## config.mk

```make
export PLATFORM = sky130hd
export DESIGN_NAME = bcd_calendar
export DESIGN_NICKNAME = d
export VERILOG_FILES = /design/src/rtl/cal_pkg.sv /design/src/rtl/cal_bcd_field.sv /design/src/rtl/cal_time_chain.sv /design/src/rtl/cal_date_chain.sv /design/src/rtl/cal_shadow_sync.sv /design/src/rtl/bcd_calendar.sv
export SDC_FILE = /design/constraint.sdc
export NUM_CORES = 1
export LEC_CHECK = 0
export BUFFER_PORTS_ARGS = -buffer_cell sky130_fd_sc_hd__buf_4
export CAP_MARGIN = 5
export CORE_UTILIZATION = 40
export CTS_BUF_LIST = sky130_fd_sc_hd__clkbuf_8
export CTS_CLUSTER_SIZE = 24
export DETAILED_ROUTE_END_ITERATION = 10
export PLACE_DENSITY = 0.6
export SLEW_MARGIN = 20
export SYNTH_ARGS = -nofsm -noshare
export SYNTH_HDL_FRONTEND = slang
export SYNTH_SLANG_ARGS = --single-unit
```

## constraint.sdc

```tcl
create_clock -name clk -period 2.2 [get_ports clk]
set_input_delay 0.11 -clock clk [delete_from_list [all_inputs] [get_ports clk]]
set_output_delay 0.11 -clock clk [all_outputs]
set_load 0.02 [all_outputs]
```

## src/rtl/cal_pkg.sv

```systemverilog
package cal_pkg;

  typedef struct packed {
    logic [5:0] hr;
    logic [6:0] mn;
    logic [6:0] sc;
  } cal_time_t;

  typedef struct packed {
    logic [7:0] yr;
    logic [2:0] wd;
    logic [4:0] mo;
    logic [5:0] dy;
  } cal_date_t;

  // Two-digit BCD increment, low digit 9 rolls into the high digit.
  function automatic logic [7:0] bcd_inc8(input logic [7:0] v);
    if (v[3:0] == 4'h9) bcd_inc8 = {v[7:4] + 4'h1, 4'h0};
    else                bcd_inc8 = {v[7:4], v[3:0] + 4'h1};
  endfunction

  // BCD year divisible by four: even tens with 0/4/8, odd tens with 2/6.
  function automatic logic year_is_leap(input logic [7:0] y);
    if (y[4]) year_is_leap = (y[3:0] == 4'h2) || (y[3:0] == 4'h6);
    else      year_is_leap = (y[3:0] == 4'h0) || (y[3:0] == 4'h4) || (y[3:0] == 4'h8);
  endfunction

  function automatic logic [5:0] last_day(input logic [4:0] m, input logic leap);
    case (m)
      5'h02:                      last_day = leap ? 6'h29 : 6'h28;
      5'h04, 5'h06, 5'h09, 5'h11: last_day = 6'h30;
      default:                    last_day = 6'h31;
    endcase
  endfunction

  function automatic logic [31:0] pack_time(input cal_time_t t);
    pack_time = {10'b0, t.hr, 1'b0, t.mn, 1'b0, t.sc};
  endfunction

  function automatic logic [31:0] pack_date(input cal_date_t d);
    pack_date = {8'b0, d.yr, d.wd, d.mo, 2'b0, d.dy};
  endfunction

  function automatic cal_time_t unpack_time(input logic [31:0] w);
    unpack_time.hr = w[21:16];
    unpack_time.mn = w[14:8];
    unpack_time.sc = w[6:0];
  endfunction

  function automatic cal_date_t unpack_date(input logic [31:0] w);
    unpack_date.yr = w[23:16];
    unpack_date.wd = w[15:13];
    unpack_date.mo = w[12:8];
    unpack_date.dy = w[5:0];
  endfunction

endpackage

```

## src/rtl/cal_bcd_field.sv

```systemverilog
module cal_bcd_field #(
  parameter int W  = 7,
  parameter int LO = 0
) (
  input  logic         clk,
  input  logic         rst,
  input  logic         inc,
  input  logic         ld,
  input  logic [W-1:0] ld_val,
  input  logic [W-1:0] hi,
  output logic [W-1:0] q,
  output logic         wrap
);
  logic [7:0] ext;
  logic [7:0] bumped;

  always_comb begin
    ext = '0;
    ext[W-1:0] = q;
    bumped = cal_pkg::bcd_inc8(ext);
  end

  assign wrap = inc && (q == hi);

  always_ff @(posedge clk) begin
    if (rst)      q <= '0;
    else if (ld)  q <= ld_val;
    else if (inc) q <= (q == hi) ? W'(LO) : bumped[W-1:0];
  end

  // a field that is told to step and is not at its limit changes value
  p_field_steps_r3: assert property (@(posedge clk) disable iff (rst)
    (inc && !ld && q != hi) |=> (q != $past(q)));

endmodule

```

## src/rtl/cal_time_chain.sv

```systemverilog
module cal_time_chain (
  input  logic              clk,
  input  logic              rst,
  input  logic              adv,
  input  logic              ld,
  input  cal_pkg::cal_time_t ld_val,
  output cal_pkg::cal_time_t cur,
  output logic              day_carry
);
  logic sc_wrap, mn_wrap, hr_wrap;

  cal_bcd_field #(.W(7), .LO(0)) u_sec (
    .clk(clk), .rst(rst), .inc(adv), .ld(ld), .ld_val(ld_val.sc),
    .hi(7'h59), .q(cur.sc), .wrap(sc_wrap));

  cal_bcd_field #(.W(7), .LO(0)) u_min (
    .clk(clk), .rst(rst), .inc(sc_wrap), .ld(ld), .ld_val(ld_val.mn),
    .hi(7'h59), .q(cur.mn), .wrap(mn_wrap));

  cal_bcd_field #(.W(6), .LO(0)) u_hour (
    .clk(clk), .rst(rst), .inc(mn_wrap), .ld(ld), .ld_val(ld_val.hr),
    .hi(6'h23), .q(cur.hr), .wrap(hr_wrap));

  assign day_carry = hr_wrap;

  // last second of the day rolls over to midnight in one edge
  p_midnight_r3: assert property (@(posedge clk) disable iff (rst)
    (adv && !ld && cur.sc == 7'h59 && cur.mn == 7'h59 && cur.hr == 6'h23)
    |=> (cur.sc == 7'h00 && cur.mn == 7'h00 && cur.hr == 6'h00));

  // no step and no load leaves the time fields untouched
  p_time_hold_r7: assert property (@(posedge clk) disable iff (rst)
    (!adv && !ld) |=> $stable(cur));

endmodule

```

## src/rtl/cal_date_chain.sv

```systemverilog
module cal_date_chain (
  input  logic              clk,
  input  logic              rst,
  input  logic              adv,
  input  logic              ld,
  input  cal_pkg::cal_date_t ld_val,
  output cal_pkg::cal_date_t cur
);
  import cal_pkg::*;

  logic       dy_wrap, mo_wrap, yr_wrap;
  logic [5:0] dy_hi;

  assign dy_hi = last_day(cur.mo, year_is_leap(cur.yr));

  cal_bcd_field #(.W(6), .LO(1)) u_day (
    .clk(clk), .rst(rst), .inc(adv), .ld(ld), .ld_val(ld_val.dy),
    .hi(dy_hi), .q(cur.dy), .wrap(dy_wrap));

  cal_bcd_field #(.W(5), .LO(1)) u_month (
    .clk(clk), .rst(rst), .inc(dy_wrap), .ld(ld), .ld_val(ld_val.mo),
    .hi(5'h12), .q(cur.mo), .wrap(mo_wrap));

  cal_bcd_field #(.W(8), .LO(0)) u_year (
    .clk(clk), .rst(rst), .inc(mo_wrap), .ld(ld), .ld_val(ld_val.yr),
    .hi(8'h99), .q(cur.yr), .wrap(yr_wrap));

  always_ff @(posedge clk) begin
    if (rst)                          cur.wd <= '0;
    else if (ld)                      cur.wd <= ld_val.wd;
    else if (adv && cur.wd != 3'd0)   cur.wd <= (cur.wd == 3'd7) ? 3'd1 : cur.wd + 3'd1;
  end

  // 28 February of year 00 is followed by the 29th
  p_feb_leap_r4: assert property (@(posedge clk) disable iff (rst)
    (adv && !ld && cur.mo == 5'h02 && cur.dy == 6'h28 && cur.yr == 8'h00)
    |=> (cur.dy == 6'h29 && cur.mo == 5'h02));

  // last day of 2099 rolls into 1 January 2000
  p_year_wrap_r5: assert property (@(posedge clk) disable iff (rst)
    (adv && !ld && cur.yr == 8'h99 && cur.mo == 5'h12 && cur.dy == 6'h31)
    |=> (cur.yr == 8'h00 && cur.mo == 5'h01 && cur.dy == 6'h01));

  // invalid weekday is held
  p_wday_hold_r6: assert property (@(posedge clk) disable iff (rst)
    (!ld && cur.wd == 3'd0) |=> (cur.wd == 3'd0));

  // weekday 7 returns to 1
  p_wday_cycle_r6: assert property (@(posedge clk) disable iff (rst)
    (adv && !ld && cur.wd == 3'd7) |=> (cur.wd == 3'd1));

  // yr_wrap has no consumer above the year; kept as a visible carry
  logic unused_yr_wrap;
  assign unused_yr_wrap = yr_wrap;

endmodule

```

## src/rtl/cal_shadow_sync.sv

```systemverilog
module cal_shadow_sync #(
  parameter int SYNC_TICKS = 2
) (
  input  logic        clk,
  input  logic        rst,
  input  logic        tick,
  input  logic        init_mode,
  input  logic        clr,
  input  logic [31:0] live_t,
  input  logic [31:0] live_d,
  output logic [31:0] sh_t,
  output logic [31:0] sh_d,
  output logic        sync_ok
);
  localparam int CNT_W = (SYNC_TICKS > 1) ? $clog2(SYNC_TICKS) : 1;

  logic [CNT_W-1:0] cnt;
  logic             pend;

  always_ff @(posedge clk) begin
    if (rst) begin
      sh_t    <= '0;
      sh_d    <= '0;
      sync_ok <= 1'b0;
      pend    <= 1'b0;
      cnt     <= '0;
    end else begin
      if (sync_ok || pend) begin
        sh_t <= live_t;
        sh_d <= live_d;
      end
      if (clr) begin
        sync_ok <= 1'b0;
        pend    <= 1'b0;
        cnt     <= '0;
      end else if (pend) begin
        sync_ok <= 1'b1;
        pend    <= 1'b0;
      end else if (!sync_ok && !init_mode && tick) begin
        if (cnt == CNT_W'(SYNC_TICKS - 1)) begin
          pend <= 1'b1;
          cnt  <= '0;
        end else begin
          cnt <= cnt + 1'b1;
        end
      end
    end
  end

  // shadows stay frozen while neither valid nor about to refresh
  p_frozen_r8: assert property (@(posedge clk) disable iff (rst)
    (!sync_ok && !pend) |=> ($stable(sh_t) && $stable(sh_d)));

  // the flag only rises out of the refresh step
  p_rise_after_refresh_r8: assert property (@(posedge clk) disable iff (rst)
    $rose(sync_ok) |-> $past(pend));

  // a clear always drops the flag
  p_clear_drops_r8: assert property (@(posedge clk) disable iff (rst)
    clr |=> !sync_ok);

endmodule

```

## src/rtl/bcd_calendar.sv

```systemverilog
module bcd_calendar #(
  parameter int SYNC_TICKS = 2,
  parameter int WORD_W     = 32
) (
  input  logic              clk,
  input  logic              rst,
  input  logic              cal_tick,
  input  logic              init_mode,
  input  logic              wr_time,
  input  logic              wr_date,
  input  logic [WORD_W-1:0] wr_data,
  input  logic              sync_clear,
  output logic [WORD_W-1:0] time_word,
  output logic [WORD_W-1:0] date_word,
  output logic              shadow_valid,
  output logic              calendar_set
);
  import cal_pkg::*;

  logic        acc_t, acc_d, adv;
  logic        day_carry;
  cal_time_t   live_t, load_t;
  cal_date_t   live_d, load_d;
  logic [31:0] live_tw, live_dw, next_tw, next_dw;
  logic [31:0] data32;

  always_comb begin
    data32 = '0;
    data32[((WORD_W < 32) ? WORD_W : 32)-1:0] = wr_data[((WORD_W < 32) ? WORD_W : 32)-1:0];
  end

  assign acc_t  = init_mode && wr_time;
  assign acc_d  = init_mode && wr_date;
  assign adv    = cal_tick && !init_mode;
  assign load_t = unpack_time(data32);
  assign load_d = unpack_date(data32);

  cal_time_chain u_time (
    .clk(clk), .rst(rst), .adv(adv), .ld(acc_t), .ld_val(load_t),
    .cur(live_t), .day_carry(day_carry));

  cal_date_chain u_date (
    .clk(clk), .rst(rst), .adv(day_carry), .ld(acc_d), .ld_val(load_d),
    .cur(live_d));

  assign live_tw = pack_time(live_t);
  assign live_dw = pack_date(live_d);
  assign next_tw = acc_t ? pack_time(load_t) : live_tw;
  assign next_dw = acc_d ? pack_date(load_d) : live_dw;

  always_ff @(posedge clk) begin
    if (rst)                calendar_set <= 1'b0;
    else if (acc_t || acc_d) calendar_set <= |{next_tw, next_dw};
  end

  logic [31:0] sh_t, sh_d;

  cal_shadow_sync #(.SYNC_TICKS(SYNC_TICKS)) u_sync (
    .clk(clk), .rst(rst), .tick(cal_tick), .init_mode(init_mode),
    .clr(sync_clear || acc_t || acc_d), .live_t(live_tw), .live_d(live_dw),
    .sh_t(sh_t), .sh_d(sh_d), .sync_ok(shadow_valid));

  always_comb begin
    time_word = '0;
    date_word = '0;
    time_word[((WORD_W < 32) ? WORD_W : 32)-1:0] = sh_t[((WORD_W < 32) ? WORD_W : 32)-1:0];
    date_word[((WORD_W < 32) ? WORD_W : 32)-1:0] = sh_d[((WORD_W < 32) ? WORD_W : 32)-1:0];
  end

  // writes outside init mode, without a tick, leave the calendar alone
  p_ignore_write_r7: assert property (@(posedge clk) disable iff (rst)
    (!init_mode && !cal_tick && (wr_time || wr_date))
    |=> ($stable(live_tw) && $stable(live_dw)));

  // ticks during init mode do not move the calendar
  p_init_freeze_r7: assert property (@(posedge clk) disable iff (rst)
    (init_mode && !wr_time && !wr_date) |=> ($stable(live_tw) && $stable(live_dw)));

  // an accepted all-zero load of both words leaves the status clear
  p_zero_load_r9: assert property (@(posedge clk) disable iff (rst)
    (acc_t && wr_data == '0 && live_dw == 32'd0) |=> !calendar_set);

  // reserved time bits never set on the output
  p_time_reserved_r1: assert property (@(posedge clk) disable iff (rst)
    (time_word[31:22] == 10'd0) && !time_word[15] && !time_word[7]);

endmodule

```

==> summary.md <==
| Metric | Value |
|---|---|
| Initial Util | `0.409` |
| Final setup viols | `0` |
| Outcome | `completed` |
| Tcrit/Tclk final | `0.970` |
| Asr flop ratio synth | `0` |
| Crit path max-delay cell type | `or4_4` |
| Die Ht | `113 um` |
| Clock power share | `0.339` |
| WL/cell | `16.7 um` |
| Post-synthesis cell type count | `69` |
| Initial antenna violation count | `0` |
| Syn Inst Count | `634` |
| # DRC | `0` |
| I/O Buffers | `73` |
| Ys flop type | `dfxtp_1` |
| Maximum operating frequency | `468 MHz` |
| Pleak | `2.38 nW` |
| Synth Area per Inst | `7.75 um2` |
| Arrival @ worst endpoint | `2420 ps` |
| Nets | `794` |
| Total track usage | `0.242` |
| Flop pwr share | `0.496` |
| Comb power frac | `0.165` |
| Post-synth EDFFs | `0` |
| Int Power | `2.44 mW` |
| Hold path depth | `3` |
| Hold path start | `wr_data[23]` |
| VDD IR max | `0.385 mV` |
| MaxCap Viol Count | `0` |
| Row count | `40` |
| Total gr overflow | `0` |
| RD Place Congestion | `0.858` |
| Layout cells sized above 1 | `0.234` |
| Final ANT Viol Nets | `0` |
| Final min period | `2130 ps` |
| Dpl hpwl | `11200 um` |
| Switching Fraction | `0.281` |
| # H-tree levels | `3` |
| Routed wire length | `14900 um` |
| Yosys reg bits | `88` |
| Required time of the critical path | `2490 ps` |
| RSZ-0062 raised after global routing | `yes` |
| Sw power | `953 uW` |
| Crit path cell chain | `nor3b_4 -> and4b_1 -> o221a_4 -> nand4_4 -> or4_4 -> a311oi_1` |
| First-pass GRT wire length | `24200 um` |
| IO Pins | `105` |
| Clock buffer depth | `2` |
| Yosys top cell area share | `0.359` |
| Vias per cell | `5.48` |
| Min setup slack post-route | `65.3 ps` |
| Core area | `12000 um2` |
| Slew HR | `0.517` |
| Startpoint Class | `flip-flop` |
| Synth area leader | `dfxtp_1` |
| P&R area growth vs syn | `23.0%` |
| DRT iter0 DRCs | `330` |
| Via count | `4879` |
| CP Class | `flip-flop to flip-flop` |
| PD cells | `562 nW/um2` |
| ANT cells | `0` |
| Crit path max fanout | `5` |
| Final Max Slew Viols | `0` |
| CTS clk-pin slew, worst paths | `80 ps` |
| Mapped Area | `4910 um2` |
| Synth Warn # | `0` |
| 1st-pass router iterations | `4` |
| Reg2Reg Depth | `6` |
| Reg2Reg Launch Point | `u_date.u_month.q[0]` |
| Min-Delay Endpoint | `u_date.u_year.q[7]` |
| Largest cells by area after synthesis | `dfxtp_1 36%, nand2_1 9.5%, a21oi_1 6.4%` |
| Clock buffer count from CTS | `9` |
| Worst-Margin Slew | `725 ps` |
| Place WS | `48.3 ps` |
| Largest net degree at the start of global routing | `69` |
| Clock Tree Root | `clkbuf_8` |
| RR Endpoint | `u_date.u_year.q[5]` |
| Clock sinks | `88` |
| Vias in the first global route | `4744` |
| FF-to-FF setup slack | `70 ps` |
| Worst clock skew | `4.27 ps` |
| CTS tree | `done` |
| Final Hold Viols | `0` |
| Post-synthesis sequential area ratio | `0.359` |
| Latest clock arrival within the worst-skew pair | `370 ps` |
| Die Wd | `113 um` |
| Setup TNS | `0 ps` |
| Max incr delay on CP | `490 ps` |
| Critical path capture point type | `flip-flop` |
| Die Footprint | `12700 um2` |
| Min-delay worst type | `input port to flip-flop` |
## cell type report
type | count | area [um2]
clock buffer | 11 | 151
clock inverter | 5 | 47.5
fill | 1193 | 5970
multi-input combinational | 489 | 2800
sequential | 88 | 1770
inverter | 16 | 60.1
tap | 147 | 184
timing repair buffer | 135 | 1030
## registers in the layout, summed over array words and instances (netlist names)
name,count
calendar_set,1
u_date.cur,3
u_date.u_day.q,6
u_date.u_month.q,5
u_date.u_year.q,8
u_sync.cnt,1
u_sync.pend,1
u_sync.sh_d,22
u_sync.sh_t,20
u_sync.sync_ok,1
u_time.u_hour.q,6
u_time.u_min.q,7
u_time.u_sec.q,7
## worst max-delay path by stage
stage,start,to,slack [ps]
6_report,u_date.u_month.q[0],u_date.u_year.q[5],70
5_1_grt,u_date.u_month.q[0],u_date.u_year.q[1],-30
4_1_cts,u_date.u_month.q[1],u_date.u_year.q[5],50
3_5_place_dp,u_date.u_month.q[1],u_date.u_year.q[5],50
3_3_place_gp,u_date.u_month.q[1],u_date.u_year.q[5],110
2_1_floorplan,u_time.u_sec.q[0],u_date.u_year.q[5],1
## layer usage
layer | wire (um) | track usage | up-vias | part of all wire
li1 | - | - | 2398 | -
met1 | 6580 | 0.302 | 2361 | 0.44
met2 | 7400 | 0.419 | 103 | 0.50
met3 | 658 | 0.0525 | 17 | 0.044
met4 | 231 | 0.0676 | 0 | 0.016
met5 | 0 | 0 | - | 0
## power by group through the flow
stage	logic, mW	clock network (mW)	registers (mW)
3_5_place_dp	0.550	0	1.72
5_1_grt	0.612	1.26	1.69
3_3_place_gp	0.540	0	1.72
6_report	0.560	1.15	1.69
2_1_floorplan	0.357	0	1.72
4_1_cts	0.555	1.19	1.68
## repair_timing
action / in CTS / in global routing
hold buffers: 2 / 0
endpoints found under the setup margin: 0 / 7
hold endpoints to repair: 2 / 0
resized for setup: 0 / 11
setup buffers: 0 / 0
## logic make-up (layout without fill, tap and decap cells)
group / count (synthesis) / count (layout) / share of synthesized area
AND/OR/NAND/NOR: 290 / 290 / 0.289
AO/OA/AOI/OAI: 150 / 150 / 0.198
flip-flops: 88 / 88 / 0.359
buffers and inverters: 78 / 167 / 0.0924
adder cells (fa/ha/maj): 16 / 16 / 0.0407
XOR/XNOR: 8 / 8 / 0.0143
multiplexers: 3 / 3 / 0.00611
other: 1 / 22 / 0.000763
## through the flow
| step | util | std cells | total power [mW] | hold slack (ps) | instance area [um2] |
|---|---|---|---|---|---|
| 3_3_place_gp | 0.483 | 873 | 2.26 | 399 | 5800 |
| 3_5_place_dp | 0.483 | 873 | 2.27 | 402 | 5800 |
| 6_report | 0.503 | 891 | 3.40 | 19.7 | 6050 |
| 2_1_floorplan | - | 655 | 2.08 | 246 | 4990 |
| 5_1_grt | 0.503 | 891 | 3.56 | 8.60 | 6050 |
| 4_1_cts | 0.501 | 891 | 3.43 | 4.20 | 6020 |
## cell usage after synthesis, types with 2 or more instances
cell type	instances
o31ai_1	4
and4_1	4
nand3b_1	7
nor4_2	2
a21oi_1	63
a311oi_1	6
buf_4	24
nand3_1	22
or4_1	4
a22oi_1	5
nand2_1	125
a211oi_1	13
and3_1	2
or3_1	2
nor4bb_1	2
xor2_1	4
mux2i_1	3
nor3_1	19
buf_2	5
inv_1	16
a21o_1	3
and2_1	6
buf_6	2
nor4_1	13
ha_1	16
a31oi_1	8
and2b_1	3
nand4_1	6
o21ai_0	20
dfxtp_1	88
clkbuf_8	5
and3b_1	3
nor2_1	55
o221ai_1	2
nand2b_1	3
o211ai_1	6
xnor2_1	4
clkbuf_1	26
a221oi_1	3
## worst max-delay path: cells and delay by family (launching register included)
kind,cells,cell delay (ps)
AND/OR/NAND/NOR,4,1200
flip-flops,1,370
AO/OA/AOI/OAI,2,470
## layout by cell type, fill, tap and decap left out, types with 4 or more instances in the layout
master,n
ha_1,16
o211ai_1,6
conb_1,22
and2_1,6
nand3_1,22
a21oi_1,62
xnor2_1,4
buf_4,132
o21ai_0,20
inv_1,18
a22oi_1,5
o31ai_1,4
nand4_1,6
dfxtp_1,83
nand3b_1,7
nor2_1,54
nor3_1,19
a311oi_1,6
nor4_1,13
clkbuf_8,11
a31oi_1,8
a211oi_1,13
xor2_1,4
nand2_1,125
Note: power is estimated with default switching activity, not from simulation.
